$ cat src/rtl/mdio_pkg.sv
package mdio_pkg;
  localparam int FRAME_BITS = 32;
  localparam logic [4:0] STATUS_REG = 5'd1;

  typedef struct packed {
    logic        wr;
    logic [4:0]  phy;
    logic [4:0]  regad;
    logic [15:0] wdata;
  } cmd_t;
endpackage

$ cat src/rtl/mdio_clkgen.sv
module mdio_clkgen #(
  parameter int HALF_DIV = 20
) (
  input  logic clk,
  input  logic rst_n,
  input  logic run,
  output logic mdc,
  output logic strobe
);
  localparam int CW = (HALF_DIV > 1) ? $clog2(HALF_DIV) : 1;
  localparam logic [CW-1:0] LAST = CW'(HALF_DIV - 1);

  logic [CW-1:0] cnt;
  logic          mdc_q;
  logic          active;
  logic          wrap;

  // keep running after run drops until mdc is back high
  assign active = run | ~mdc_q;
  assign wrap   = (cnt == LAST);

  always_ff @(posedge clk or negedge rst_n) begin
    if (!rst_n) begin
      cnt   <= '0;
      mdc_q <= 1'b1;
    end else if (!active) begin
      cnt <= '0;
    end else if (wrap) begin
      cnt   <= '0;
      mdc_q <= ~mdc_q;
    end else begin
      cnt <= cnt + 1'b1;
    end
  end

  assign mdc    = mdc_q;
  assign strobe = run & mdc_q & wrap;
endmodule

$ cat src/rtl/mdio_seq.sv
module mdio_seq
  import mdio_pkg::*;
#(
  parameter int PRE_BITS = 32
) (
  input  logic       clk,
  input  logic       rst_n,
  input  logic       start,
  input  logic       strobe,
  input  cmd_t       cmd_in,
  output cmd_t       cmd_q,
  output logic       busy,
  output logic       done,
  output logic [3:0] load_sel,
  output logic       cap_hi,
  output logic       cap_lo,
  output logic       out_pre,
  output logic       drive_en
);
  localparam int TOTAL = PRE_BITS + FRAME_BITS;
  localparam int IW    = $clog2(TOTAL + 1);
  localparam logic [IW-1:0] LAST_IDX = IW'(TOTAL);
  localparam logic [IW-1:0] HI_CAP   = IW'(PRE_BITS + 24);
  localparam logic [IW-1:0] OE_END   = IW'(PRE_BITS + 15);
  localparam logic [IW-1:0] PRE_END  = IW'(PRE_BITS);

  // idx = 1 + index of the bit currently on the line (0: before first fall)
  logic [IW-1:0] idx;
  logic          step;

  assign step = busy & strobe;

  always_ff @(posedge clk or negedge rst_n) begin
    if (!rst_n) begin
      idx   <= '0;
      busy  <= 1'b0;
      done  <= 1'b0;
      cmd_q <= '0;
    end else begin
      done <= 1'b0;
      if (start) begin
        idx   <= '0;
        busy  <= 1'b1;
        cmd_q <= cmd_in;
      end else if (step) begin
        if (idx == LAST_IDX) begin
          idx  <= '0;
          busy <= 1'b0;
          done <= 1'b1;
        end else begin
          idx <= idx + 1'b1;
        end
      end
    end
  end

  // byte k is loaded on the fall that starts frame bit 8*k
  for (genvar k = 0; k < 4; k++) begin : g_load
    localparam logic [IW-1:0] AT = IW'(PRE_BITS + 8 * k);
    assign load_sel[k] = step & (idx == AT);
  end

  assign cap_hi   = step & ~cmd_q.wr & (idx == HI_CAP);
  assign cap_lo   = step & ~cmd_q.wr & (idx == LAST_IDX);
  assign out_pre  = (idx <= PRE_END);
  assign drive_en = busy & (cmd_q.wr | (idx < OE_END));
endmodule

$ cat src/rtl/mdio_shifter.sv
module mdio_shifter
  import mdio_pkg::*;
(
  input  logic        clk,
  input  logic        rst_n,
  input  logic        strobe,
  input  logic [3:0]  load_sel,
  input  cmd_t        cmd,
  input  logic        mdi,
  input  logic        cap_hi,
  input  logic        cap_lo,
  output logic        sr_msb,
  output logic [15:0] rdata,
  output logic        link_fail
);
  logic [7:0] sr;
  logic [7:0] nxt;

  assign nxt = {sr[6:0], mdi};

  always_ff @(posedge clk or negedge rst_n) begin
    if (!rst_n) begin
      sr        <= '0;
      rdata     <= '0;
      link_fail <= 1'b0;
    end else if (strobe) begin
      if (load_sel[0])      sr <= {2'b01, ~cmd.wr, cmd.wr, cmd.phy[4:1]};
      else if (load_sel[1]) sr <= {cmd.phy[0], cmd.regad, 2'b10};
      else if (load_sel[2]) sr <= cmd.wdata[15:8];
      else if (load_sel[3]) sr <= cmd.wdata[7:0];
      else                  sr <= nxt;
      if (cap_hi) rdata[15:8] <= nxt;
      if (cap_lo) begin
        rdata[7:0] <= nxt;
        // data bit 2 still sits one place short of its final slot
        if (cmd.regad == STATUS_REG) link_fail <= ~sr[1];
      end
    end
  end

  assign sr_msb = sr[7];
endmodule

$ cat src/rtl/mdio_master.sv
module mdio_master
  import mdio_pkg::*;
#(
  parameter int HALF_DIV = 20,
  parameter int PRE_BITS = 32
) (
  input  logic        clk,
  input  logic        rst_n,
  input  logic        cmd_valid,
  output logic        cmd_ready,
  input  logic        cmd_write,
  input  logic [4:0]  cmd_phy,
  input  logic [4:0]  cmd_reg,
  input  logic [15:0] cmd_wdata,
  output logic [15:0] rd_data,
  output logic        link_fail,
  output logic        busy,
  output logic        done,
  output logic        mdc,
  output logic        mdo,
  output logic        mdo_oe,
  input  logic        mdi
);
  cmd_t       cmd_in;
  cmd_t       cmd_q;
  logic       strobe;
  logic       start;
  logic [3:0] load_sel;
  logic       cap_hi;
  logic       cap_lo;
  logic       out_pre;
  logic       sr_msb;

  assign cmd_in    = '{wr: cmd_write, phy: cmd_phy, regad: cmd_reg, wdata: cmd_wdata};
  assign cmd_ready = ~busy & mdc;
  assign start     = cmd_valid & cmd_ready;

  mdio_clkgen #(.HALF_DIV(HALF_DIV)) u_clk (
    .clk(clk), .rst_n(rst_n), .run(busy), .mdc(mdc), .strobe(strobe)
  );

  mdio_seq #(.PRE_BITS(PRE_BITS)) u_seq (
    .clk(clk), .rst_n(rst_n), .start(start), .strobe(strobe),
    .cmd_in(cmd_in), .cmd_q(cmd_q), .busy(busy), .done(done),
    .load_sel(load_sel), .cap_hi(cap_hi), .cap_lo(cap_lo),
    .out_pre(out_pre), .drive_en(mdo_oe)
  );

  mdio_shifter u_sh (
    .clk(clk), .rst_n(rst_n), .strobe(strobe), .load_sel(load_sel),
    .cmd(cmd_q), .mdi(mdi), .cap_hi(cap_hi), .cap_lo(cap_lo),
    .sr_msb(sr_msb), .rdata(rd_data), .link_fail(link_fail)
  );

  assign mdo = (~busy | out_pre) ? 1'b1 : sr_msb;
endmodule

$ cat config.mk
export PLATFORM = sky130hd
export DESIGN_NAME = mdio_master
export DESIGN_NICKNAME = d
export VERILOG_FILES = /design/src/rtl/mdio_pkg.sv /design/src/rtl/mdio_clkgen.sv /design/src/rtl/mdio_seq.sv /design/src/rtl/mdio_shifter.sv /design/src/rtl/mdio_master.sv
export SDC_FILE = /design/constraint.sdc
export NUM_CORES = 1
export LEC_CHECK = 0
export BUFFER_PORTS_ARGS = -buffer_cell sky130_fd_sc_hd__buf_2
export CAP_MARGIN = 25
export CORE_AREA = 5 5 70 136
export DETAILED_ROUTE_END_ITERATION = 16
export DIE_AREA = 0 0 75 141
export GPL_TIMING_DRIVEN = 0
export SLEW_MARGIN = 20
export SYNTH_ARGS = -nofsm -noshare
export SYNTH_HDL_FRONTEND = slang
export SYNTH_SLANG_ARGS = --single-unit
$ cat constraint.sdc
create_clock -name clk -period 2.92 [get_ports clk]
set_input_delay 0.292 -clock clk [delete_from_list [all_inputs] [get_ports clk]]
set_output_delay 0.292 -clock clk [all_outputs]
set_load 0.005 [all_outputs]
Word level (Yosys, flattened, before mapping)
Index checks and enable logic that the tools add are counted.

Bits in registers: 67. Output and inout port bits: 23. Logic and storage cells: 67.

Add/subtract/negate cells: 2. Order comparisons: 2. Equality and inequality tests: 7. Multiplexer cells: 16. Bitwise logic cells: 20. Reductions and logical operators: 7.

Operator list (number): $mux 8 (4); $eq 7x6->1 const B (4); $mux 7 (3); $and 1x1->1 (13); $mux 5 (2); $reduce_and 2->1 (4); $add 7x1->7 const B (1); $eq 7x7->1 const B (1); $le 7x6->1 const B (1); $lt 7x6->1 const B (1); $mux 1 (7); $add 5x1->5 const B (1); $eq 5x1->1 const B (1); $eq 5x5->1 const B (1); $not 1->1 (4); $reduce_bool 2->1 (2); $or 1x1->1 (3); $reduce_and 3->1 (1).

Longest topological paths before layout
Gate-level depths: netlist of the first run.

Word-level depth: 8. Mapped depth: 7. Depth with buffers taken out: 6.

Hierarchy
Synthesis of the first run repeated with hierarchy kept, for this count alone.

Cells, all modules: 262. Area total of the unflattened synthesis: 3210.6 sq um.

By module, submodules not included: mdio_seq (times used 1, cells each 123, area each 1610.3 sq um, seq. area each 900.9 sq um); mdio_shifter (times used 1, cells each 109, area each 1273.7 sq um, seq. area each 625.6 sq um); mdio_clkgen (times used 1, cells each 27, area each 299.0 sq um, seq. area each 151.4 sq um); mdio_master (times used 1, cells each 3, area each 27.5 sq um, seq. area each 0.0 sq um).

Worst setup path before layout of the first run
Ideal clock, no wire load.

Kind: register -> register. Start point: register u_clk.cnt[0]. End point: register u_sh.sr[5]. Setup time: 126 ps. Data arrival time: 1931 ps. Setup slack: 863 ps. Stages on the path, launching flop included: 6. Path buffers: 0. Period minus slack after synthesis: 2057 ps. Cell sequence: dfrtp_1 ha_1 nand4bb_2 nor4_4 mux2_2 a221o_1.

Longest elaborated chain between the ends: 8. Elaborated cells on any way between the ends: 11. Those cells by class: 1 x eq/ne; 4 x mux; 6 x bitwise.

RTL lines: from (decl) (line mdio_clkgen.sv:13) `logic [CW-1:0] cnt;`; from (signal assigned) (line mdio_clkgen.sv:32) `cnt <= cnt + 1'b1;`; $eq 5x5->1 * (line mdio_clkgen.sv:20) `assign wrap = (cnt == LAST);`; $and 1x1->1 * (line mdio_clkgen.sv:37) `assign strobe = run & mdc_q & wrap;`; $and 1x1->1 (line mdio_seq.sv:31) `assign step = busy & strobe;`; $and 1x1->1 (line mdio_seq.sv:60) `assign load_sel[k] = step & (idx == AT);`; $mux 8 (line mdio_shifter.sv:30) `else if (load_sel[3]) sr <= cmd.wdata[7:0];`; $mux 8 (line mdio_shifter.sv:29) `else if (load_sel[2]) sr <= cmd.wdata[15:8];`; $mux 8 (line mdio_shifter.sv:28) `else if (load_sel[1]) sr <= {cmd.phy[0], cmd.regad, 2'b10};`; $mux 8 (line mdio_shifter.sv:27) `if (load_sel[0]) sr <= {2'b01, ~cmd.wr, cmd.wr, cmd.phy[4:1]};`; to (signal assigned) (line mdio_shifter.sv:27); to (signal assigned) (line mdio_shifter.sv:28); to (signal assigned) (line mdio_shifter.sv:29); to (decl) (line mdio_shifter.sv:16) `logic [7:0] sr;`.

Every way passes the cells marked *; elsewhere a longest branch is shown, timed or not. A chain may end at the register's enable or synchronous reset.

Worst setup path after layout of the first run
Start point: register u_seq.idx[0]. End point: register u_sh.sr[5].

Longest elaborated chain between the ends: 6. Elaborated cells on any way between the ends: 12. Those cells by class: 4 x eq/ne; 4 x mux; 4 x bitwise.

RTL lines: from (decl) (line mdio_seq.sv:28) `logic [IW-1:0] idx;`; from (signal assigned) (line mdio_seq.sv:51) `idx <= idx + 1'b1;`; $eq 7x6->1 (line mdio_seq.sv:60); $and 1x1->1 (line mdio_seq.sv:60); $mux 8 (line mdio_shifter.sv:30); $mux 8 (line mdio_shifter.sv:29); $mux 8 (line mdio_shifter.sv:28); $mux 8 * (line mdio_shifter.sv:27).

Marks and branches as above.

==> qor.csv, run 1 <==
stage;metric;value;unit
layout;fillers;811;
routing;drtIter0Drc;185;
cts;path_clk_slew;0.06;ns
sta;max-slew-margin-rel;0.539;
routing;vias_per_cell;5.18;
routing;drc;0;
worst_setup_path;start_kind;flop;
cts;cts_root_buf;clkbuf_16;
sta;fin_tns_setup;0;ns
routing;ant_nets;0;
worst_setup_path;slowest_stage;nor4_4;
worst_setup_path;crit_fanout;6;
placement;portBuffers;53;
cts;clk_latency;0.34;ns
layout;multi_input_comb_area;1460;um2
synth;synth-edff-count;0;
synth;synth_warnings;0;
layout;design_area;3960;um2
placement;dp_slack;0.547;ns
synth;ys_ff_latch;67;
min_path;hp-class;in2reg;
sta;rsz0062_at_grt;false;
layout;regArea;1680;um2
synth;yosysSeqAreaShare;0.520;
worst_setup_path;worst_ep_required_time;3.14;ns
global_routing;grt_first_pass_wirelength;12800;um
status;status;complete, no violations;
global_routing;antenna_found_initial;0;
sta;fin_crit;2.38;ns
layout;synthToLayoutAreaGrowth;22.6;%
worst_setup_path;crit_path_max_incr_delay;0.46;ns
worst_setup_path;crit_chain;inv_1 -> ha_1 -> nand4b_2 -> nor4_4 -> mux2_2 -> a221o_1;
floorplan;dieArea;10600;um2
routing;totalWireLength;7720;um
floorplan;fp-row-count;48;
global_routing;grt_usage;0.162;
floorplan;die_y;141;um
layout;drive_gt1_frac;0.272;
floorplan;die_w;75;um
pwr;max-vdd-ir-drop;0.000440;V
synth;netlist_area;3230;um2
sta;maxSlewViolCount;0;
pwr;p_per_area;834;nW/um2
synth;ys_types;53;
cts;cts_buffers;9;
sta;fin_ws;0.540;ns
worst_setup_path;path_class;reg2reg;
floorplan;pin_count;54;
sta;fmax;420;MHz
cts;h-tree-depth;3;
synth;ys_top_cells_by_area;dfrtp_1, nand2_1, mux2_2;
floorplan;coreArea;8470;um2
layout;mostFrequentLayoutCell;nand2_1;
placement;placement.cell_area;3640;um2
layout;antennaDiodeCount;0;
routing;via_count;2555;
layout;fin_nets;422;
sta;skew;0.00463;ns
layout;fin_util;0.467;
routing;wire_per_inst;15.7;um
placement;gp_congestion;0.838;
sta;fin_crit_sh;0.815;
floorplan;start_util;0.381;
synth;yosys.area.top_type;dfrtp_1;
global_routing;grt_max_degree;35;
worst_setup_path;cp_num_buf_inv;1;
worst_setup_path;setup.worst_path.end_class;flop;
routing;drtPass1Iterations;4;
sta;whs;0.137;ns
synth;syn_nets;356;
cts;clockBufferDepth;2;
synth;async_flop_share;1.00;
synth;synth_top_area_frac;0.512;
worst_setup_path;crit_arrival;2.60;ns
flow_run;cap_violations;0;
global_routing;grt_pass1_vias;2550;
placement;dp_hpwl;5830;um
global_routing;overflow;0;
worst_setup_path;cp_top_family;simple AND/OR/NAND/NOR gates;
sta;finalHoldViolations;0;
synth;postSynthAreaPerCell;10.0;um2
sta;finalSetupViolCount;0;
synth;ys.flop_type;dfrtp_1;
synth;netlist_instances;322;
pwr;leakagePower;1.94;nW
layout;layout_common_cells;nand2_1, dfrtp_1, buf_2;
sta;worstMarginPinSlew;0.687;ns
cts;cts.sinks;67;
cts;cts_tree;done;
-- logic make-up after synthesis --
logic type | share of synthesized area
fa+ha+maj | 0.0116
buf+inv | 0.0275
simple gates | 0.261
xor+xnor | 0.00814
flops | 0.520
compound gates | 0.0791
mux | 0.0923
-- metrics by stage --
step           std cells  power (mW)
4_1_cts              493        3.34
5_1_grt              493        3.52
6_report             493        3.30
2_1_floorplan        322        1.93
3_3_place_gp         475        2.19
3_5_place_dp         476        2.22
-- synthesized netlist by cell type (2+ instances only) --
cell / count
nand2_1: 94
dfrtp_1: 66
mux2_2: 22
nor2_1: 15
nand3_1: 14
clkbuf_1: 11
o21ai_0: 7
inv_1: 6
buf_2: 5
mux2i_1: 5
nand2b_1: 5
nor3_1: 5
a21oi_1: 4
and2_1: 3
and3_1: 3
ha_1: 3
nor2b_1: 3
nor4_1: 3
nor4_4: 3
o221ai_1: 3
a211oi_1: 2
a221oi_1: 2
a22oi_1: 2
a31oi_1: 2
nand4_1: 2
o211ai_1: 2
o21a_1: 2
o31ai_1: 2
xnor2_1: 2
-- repair_timing --
action                                 4_1_cts  5_1_grt
endpoints found under the hold margin       32        0
hold buffers                                 1        0
buffers inserted                             0        0
gates resized for setup                      0        0
-- worst register-to-register path, delay by kind of cell, from the launching register on --
family	cells	cell delay [ns]
AOI/OAI and AO/OA	1	0.34
muxes	1	0.40
DFF	1	0.43
and+or+nand+nor	2	0.76
adders and majority gates	1	0.25
buffers and inverters	1	0.08
-- final timing paths --
kind,end,depth (start not counted),from,slack [ns]
max,u_sh.sr[5]$_DFFE_PN0P_,6,u_seq.idx[0]$_DFFE_PN0P_,0.54
min reg2reg,u_seq.cmd_q[11]$_DFFE_PN0P_,2,u_seq.cmd_q[11]$_DFFE_PN0P_,0.47
min in group asynchronous,u_clk.cnt[2]$_DFF_PN0_,2,rst_n,0.44
min,u_seq.cmd_q[0]$_DFFE_PN0P_,3,cmd_wdata[0],0.14
max in group asynchronous,u_sh.rdata[2]$_DFFE_PN0P_,3,rst_n,1.95
max reg2reg,u_sh.sr[5]$_DFFE_PN0P_,6,u_seq.idx[0]$_DFFE_PN0P_,0.54
-- routing by layer --
layer  vias up  track usage  wire length [um]
li1       1253            -                 -
met1      1208        0.214              3320
met2        79        0.243              3750
met3        15       0.0357               451
met4         0       0.0835               201
met5         -            0                 0
-- flip-flops by register name (all words and copies together) (netlist names) --
name	flops
u_seq.cmd_q	27
u_sh.rdata	16
u_sh.sr	8
u_seq.idx	7
u_clk.cnt	5
u_clk.mdc	1
u_seq.busy	1
u_seq.done	1
u_sh.link_fail	1
-- cell type report --
cell class              instances  area share
clock buffers                   9      0.0569
multi-input cells             233       0.369
clock inverters                 7      0.0206
plain buffers                  16      0.0168
flip-flops and latches         67       0.424
well taps                     100      0.0316
inverters                       6     0.00569
repair buffers                 55      0.0753
-- power by group --
part | internal [mW] | switching (mW)
registers | 1.21 | 0.232
logic | 0.322 | 0.432
clock network | 0.673 | 0.429
Power figures use the tool's default switching activity.
==> inputs of run 2 (changes only) <==
==> constraint.sdc (replaced) <==
create_clock -name clk -period 2.1 [get_ports clk]
set_input_delay 0.21 -clock clk [delete_from_list [all_inputs] [get_ports clk]]
set_output_delay 0.21 -clock clk [all_outputs]
set_load 0.005 [all_outputs]
==> run 2 against run 1 <==
Final area increased by 2.7%. Maximum frequency rose by 16%. Sequential cell count did not move. Critical path type unchanged. Non-clock buffer count is 4 higher. Power increased by 42%. Routed wire length up 0.97%. Largest power group unchanged. Largest cell class unchanged. Critical path depth stayed put. Via count is 0.27% higher. Sequential power grew 41%.
==> qor.csv, run 2 (same netlist as run 1, synthesis figures left out) <==
stage;metric;value;unit;change
status;status;complete, no violations;;unchanged
layout;largest_reg_flops;27;;unchanged
routing;vias_per_cell;5.15;;was 5.18
layout;drive_gt1_frac;0.317;;was 0.272
floorplan;die_y;141;um;unchanged
floorplan;dieArea;10600;um2;unchanged
global_routing;grt_usage;0.164;;was 0.162
flow_run;cap_violations;0;;unchanged
worst_setup_path;crit_arrival;2.27;ns;was 2.60 ns
routing;wire_per_inst;15.7;um;about the same
global_routing;grt_pass1_vias;2585;;was 2550
worst_setup_path;setup.worst_path.end_class;flop;;unchanged
pwr;seqPwrFrac;0.433;;was 0.438
routing;drtPass1Iterations;4;;unchanged
routing;drtIter0Drc;172;;was 185
worst_setup_path;path_class;reg2reg;;unchanged
placement;dp_hpwl;5830;um;unchanged
layout;fin_nets;426;;was 422
floorplan;fp-row-count;48;;unchanged
cts;cts_buffers;9;;unchanged
routing;totalWireLength;7800;um;was 7720 um
pwr;max-vdd-ir-drop;0.000613;V;was 0.000440 V
sta;fin_crit;2.05;ns;was 2.38 ns
layout;reg_top3;u_seq.cmd_q: 27 flops, u_sh.rdata: 16 flops, u_sh.sr: 8 flops;;unchanged
sta;fmax;487;MHz;was 420 MHz
cts;h-tree-depth;3;;unchanged
layout;mostFrequentLayoutCell;nand2_1;;unchanged
sta;fin_tns_setup;0;ns;unchanged
placement;gp_congestion;0.838;;unchanged
routing;via_count;2562;;was 2555
worst_setup_path;crit_fanout;10;;was 6
global_routing;antenna_found_initial;0;;unchanged
cts;clockBufferDepth;2;;unchanged
worst_setup_path;start_kind;flop;;unchanged
layout;fin_util;0.480;;was 0.467
cts;path_clk_slew;0.06;ns;about the same
worst_setup_path;worst_ep_required_time;2.32;ns;was 3.14 ns
global_routing;overflow;0;;unchanged
sta;finalSetupViolCount;0;;unchanged
floorplan;die_w;75;um;unchanged
routing;drc;0;;unchanged
placement;portBuffers;53;;unchanged
sta;maxSlewViolCount;0;;unchanged
cts;clk_latency;0.34;ns;about the same
sta;max-slew-margin-rel;0.575;;was 0.539
sta;whs;0.0595;ns;was 0.137 ns
global_routing;grt_first_pass_wirelength;12800;um;about the same
pwr;switching_power;1.56;mW;was 1.09 mW
layout;top_register;u_seq.cmd_q;;unchanged
layout;layout_common_cells;nand2_1, dfrtp_1, buf_2;;unchanged
pwr;p_per_area;1150;nW/um2;was 834 nW/um2
floorplan;pin_count;54;;unchanged
pwr;power;4.68;mW;was 3.30 mW
pwr;p_sw_frac;0.333;;was 0.331
pwr;leakagePower;2.00;nW;was 1.94 nW
min_path;hp-class;in2reg;;unchanged
floorplan;coreArea;8470;um2;unchanged
floorplan;start_util;0.381;;unchanged
global_routing;grt_max_degree;35;;unchanged
sta;finalHoldViolations;0;;unchanged
cts;cts.sinks;67;;unchanged
sta;skew;0.00593;ns;was 0.00463 ns
layout;antennaDiodeCount;0;;unchanged
cts;cts_tree;done;;unchanged
layout;synthToLayoutAreaGrowth;25.9;%;was 22.6%
pwr;clockPowerShare;0.327;;was 0.334
pwr;combPwrFrac;0.240;;was 0.229
routing;ant_nets;0;;unchanged
sta;fin_crit_sh;0.977;;was 0.815
cts;cts_root_buf;clkbuf_16;;unchanged
sta;worstMarginPinSlew;0.637;ns;was 0.687 ns
pwr;p_int;3.12;mW;was 2.21 mW
run 2: final cells by class:
type | instances | area [um2]
fill | 799 | 4410
sequential | 67 | 1680
multi-input combinational | 233 | 1530
timing repair buffer | 60 | 335
clock buffer | 9 | 225
tap | 100 | 125
clock inverter | 7 | 81.3
buffer | 15 | 66.3
inverter | 6 | 22.5
run 2: path summary, 6_finish.rpt:
path,startpoint,end,cells past startpoint,slack (ns)
max,u_seq.idx[5]$_DFFE_PN0P_,u_sh.rdata[2]$_DFFE_PN0P_,6,0.05
min reg2reg,u_seq.cmd_q[5]$_DFFE_PN0P_,u_seq.cmd_q[5]$_DFFE_PN0P_,2,0.47
max in group asynchronous,rst_n,u_sh.rdata[13]$_DFFE_PN0P_,3,1.21
max reg2reg,u_seq.idx[5]$_DFFE_PN0P_,u_sh.rdata[2]$_DFFE_PN0P_,6,0.05
min in group asynchronous,rst_n,u_clk.cnt[2]$_DFF_PN0_,2,0.36
min,cmd_wdata[0],u_seq.cmd_q[0]$_DFFE_PN0P_,3,0.06
run 2: routing by layer:
layer,wire length [um],part of all wire,track usage
met1,3380,0.43,0.209
met2,3780,0.49,0.248
met3,393,0.050,0.0393
met4,238,0.031,0.0891
met5,0,0,0
run 2: metrics by stage:
stage          setup WS (ns)  instances  cell area (um2)
2_1_floorplan         0.0432        322             3230
3_3_place_gp          -0.273        475             3620
3_5_place_dp          -0.273        476             3640
4_1_cts             0.000383        498             4040
5_1_grt              -0.0190        497             4060
6_report              0.0482        497             4060
run 2: what timing repair did:
item                                   in CTS  in global routing
resized for setup                          11                  9
setup endpoints to repair                  32                 43
endpoints found under the hold margin      32                  0
pin swaps                                   3                  1
buffers inserted                            5                  0
cloned                                      0                  0
hold buffers                                1                  0
run 2: power by group through the flow:
stage | combinational [mW] | sequential (mW) | clock [mW]
after floorplan | 0.788 | 1.90 | 0
after global placement | 1.03 | 2.02 | 0
after detailed placement | 1.05 | 2.03 | 0
after CTS | 1.11 | 2.02 | 1.57
after global routing | 1.27 | 2.08 | 1.62
final | 1.12 | 2.03 | 1.53
run 2: critical path: stages, from the launching register on:
cell and delay, ns:
dfrtp_1 0.41, clkbuf_1 0.23, nor4bb_2 0.38, nand2_2 0.20, nor3_4 0.21, buf_4 0.17
mux2_2 0.33
==> inputs of run 3 (changes only) <==
--- a/config.mk
+++ b/config.mk
@@ -8,6 +8,7 @@
 export BUFFER_PORTS_ARGS = -buffer_cell sky130_fd_sc_hd__buf_2
 export CAP_MARGIN = 25
 export CORE_AREA = 5 5 70 136
+export CTS_BUF_LIST = sky130_fd_sc_hd__clkbuf_4 sky130_fd_sc_hd__clkbuf_8
 export DETAILED_ROUTE_END_ITERATION = 16
 export DIE_AREA = 0 0 75 141
 export GPL_TIMING_DRIVEN = 0
==> run 3 against run 2 <==
Clock power is 26% lower. Via count increased by 0.12%. Die area is the same. Clock skew rose by 0.0090 ns. Count of clock-buffer cells in the layout is the same. Non-clock buffer count increased by 1. Routed wire length down 0.24%. Combinational power about the same. Sequential cell count unchanged. First-iteration DRC count rose by 35%. Final area decreased by 2.3%. Hold slack worse by 0.034 ns.
==> qor.csv, run 3 (same netlist as run 1, synthesis figures left out) <==
stage;metric;value;unit;change
sta;finalSetupViolCount;0;;unchanged
pwr;leakagePower;1.96;nW;was 2.00 nW
sta;worstMarginPinSlew;0.611;ns;was 0.637 ns
global_routing;grt_pass1_vias;2579;;was 2585
layout;top_register;u_seq.cmd_q;;unchanged
global_routing;grt_use_met3;0.0371;;was 0.0393
cts;clockBufferDepth;2;;unchanged
cts;cts_root_buf;clkbuf_8;;was clkbuf_16
worst_setup_path;crit_fanout;10;;unchanged
pwr;p_sw_frac;0.356;;was 0.333
global_routing;met1_usage;0.211;;was 0.209
cts;h-tree-depth;3;;unchanged
routing;wire_per_inst;15.6;um;was 15.7 um
min_path;hp-class;in2reg;;unchanged
routing;drtIter0Drc;232;;was 172
layout;mostFrequentLayoutCell;nand2_1;;unchanged
global_routing;grt_usage;0.162;;was 0.164
floorplan;die_y;141;um;unchanged
pwr;max-vdd-ir-drop;0.000573;V;was 0.000613 V
sta;finalHoldViolations;0;;unchanged
floorplan;dieArea;10600;um2;unchanged
placement;gp_congestion;0.838;;unchanged
routing;vias_per_cell;5.15;;about the same
floorplan;pin_count;54;;unchanged
pwr;switching_power;1.52;mW;was 1.56 mW
pwr;combPwrFrac;0.263;;was 0.240
sta;fin_crit_sh;0.975;;was 0.977
sta;fin_tns_setup;0;ns;unchanged
sta;fin_crit;2.05;ns;about the same
cts;cts_tree;done;;unchanged
cts;path_clk_slew;0.09;ns;was 0.06 ns
routing;via_count;2565;;was 2562
flow_run;cap_violations;0;;unchanged
layout;reg_top3;u_seq.cmd_q: 27 flops, u_sh.rdata: 16 flops, u_sh.sr: 8 flops;;unchanged
floorplan;start_util;0.381;;unchanged
layout;synthToLayoutAreaGrowth;23.0;%;was 25.9%
placement;dp_slack;-0.273;ns;unchanged
sta;skew;0.0149;ns;was 0.00593 ns
floorplan;fp-row-count;48;;unchanged
worst_setup_path;worst_ep_required_time;2.36;ns;was 2.32 ns
worst_setup_path;crit_arrival;2.31;ns;was 2.27 ns
placement;dp_cells;476;;unchanged
cts;cts_buffers;9;;unchanged
global_routing;overflow;0;;unchanged
layout;antennaDiodeCount;0;;unchanged
global_routing;busiest_layer;met2;;unchanged
routing;ant_nets;0;;unchanged
global_routing;antenna_found_initial;0;;unchanged
worst_setup_path;setup.worst_path.end_class;flop;;unchanged
min_path;whs_path_depth;3;;unchanged
sta;whs;0.0258;ns;was 0.0595 ns
routing;totalWireLength;7780;um;was 7800 um
placement;dp_hpwl;5830;um;unchanged
sta;maxSlewViolCount;0;;unchanged
layout;largest_reg_flops;27;;unchanged
pwr;p_per_area;1080;nW/um2;was 1150 nW/um2
layout;fin_nets;427;;was 426
pwr;clockPowerShare;0.263;;was 0.327
worst_setup_path;path_class;reg2reg;;unchanged
layout;design_area;3970;um2;was 4060 um2
layout;drive_gt1_frac;0.319;;was 0.317
sta;max-slew-margin-rel;0.592;;was 0.575
pwr;power;4.27;mW;was 4.68 mW
pwr;p_int;2.75;mW;was 3.12 mW
layout;final_cells;498;;was 497
pwr;seqPwrFrac;0.473;;was 0.433
floorplan;die_w;75;um;unchanged
worst_setup_path;reg2reg_depth;6;;unchanged
placement;portBuffers;53;;unchanged
sta;fmax;488;MHz;was 487 MHz
status;status;complete, no violations;;unchanged
routing;drc;0;;unchanged
layout;layout_common_cells;nand2_1, dfrtp_1, buf_2;;unchanged
layout;fin_util;0.469;;was 0.480
worst_setup_path;start_kind;flop;;unchanged
global_routing;use_met2;0.245;;was 0.248
floorplan;coreArea;8470;um2;unchanged
global_routing;grt_first_pass_wirelength;12800;um;unchanged
placement;placement.cell_area;3640;um2;unchanged
global_routing;grt_max_degree;35;;unchanged
cts;clk_latency;0.37;ns;was 0.34 ns
sta;fin_ws;0.0520;ns;was 0.0482 ns
layout;fillers;819;;was 799
cts;cts.sinks;67;;unchanged
routing;drtPass1Iterations;4;;unchanged
==> run 3: worst max-delay path, cell delays in order, from the launching register on <==
cell and delay, ns:
dfrtp_1 0.42, clkbuf_1 0.23, nor4bb_2 0.38, nand2_2 0.20, nor3_4 0.21, buf_4 0.17
mux2_2 0.33
==> run 3: cell type report <==
class	instances	area [um2]	area share
sequential	67	1680	0.423
multi-input combinational	233	1530	0.385
timing repair buffer	61	343	0.0864
tap	100	125	0.0315
clock buffer	9	124	0.0312
clock inverter	7	81.3	0.0205
buffer	15	66.3	0.0167
inverter	6	22.5	0.00567
==> run 3: path summary, 6_finish.rpt <==
check / slack [ns] / to / from
hold reg to reg: 0.47 / u_seq.cmd_q[5]$_DFFE_PN0P_ / u_seq.cmd_q[5]$_DFFE_PN0P_
max in group asynchronous: 1.24 / u_seq.cmd_q[5]$_DFFE_PN0P_ / rst_n
setup / recovery: 0.05 / u_sh.rdata[2]$_DFFE_PN0P_ / u_seq.idx[5]$_DFFE_PN0P_
min in group asynchronous: 0.32 / u_clk.cnt[2]$_DFF_PN0_ / rst_n
setup reg to reg: 0.05 / u_sh.rdata[2]$_DFFE_PN0P_ / u_seq.idx[5]$_DFFE_PN0P_
hold / removal: 0.03 / u_seq.cmd_q[7]$_DFFE_PN0P_ / cmd_wdata[7]
==> run 3: repair_timing <==
| action | 4_1_cts | 5_1_grt |
|---|---|---|
| gates resized for setup | 12 | 8 |
| hold buffers | 1 | 0 |
| endpoints found under the setup margin | 32 | 41 |
| buffers inserted | 6 | 0 |
| pin swaps | 3 | 1 |
| hold endpoints to repair | 32 | 0 |
| gates cloned | 0 | 0 |
==> run 3: power groups by stage <==
stage | Sequential, mW | Combinational, mW | Clock [mW]
after floorplan | 1.90 | 0.788 | 0
after global placement | 2.02 | 1.03 | 0
after detailed placement | 2.03 | 1.05 | 0
after CTS | 2.01 | 1.11 | 1.15
after global routing | 2.08 | 1.28 | 1.20
final | 2.02 | 1.12 | 1.13
==> run 3: per-layer routing <==
| layer | routed length [um] | vias to the layer above |
|---|---|---|
| met4 | 261 | 0 |
| met2 | 3740 | 81 |
| met3 | 465 | 21 |
| met1 | 3310 | 1204 |
| met5 | 0 | - |
| li1 | - | 1259 |
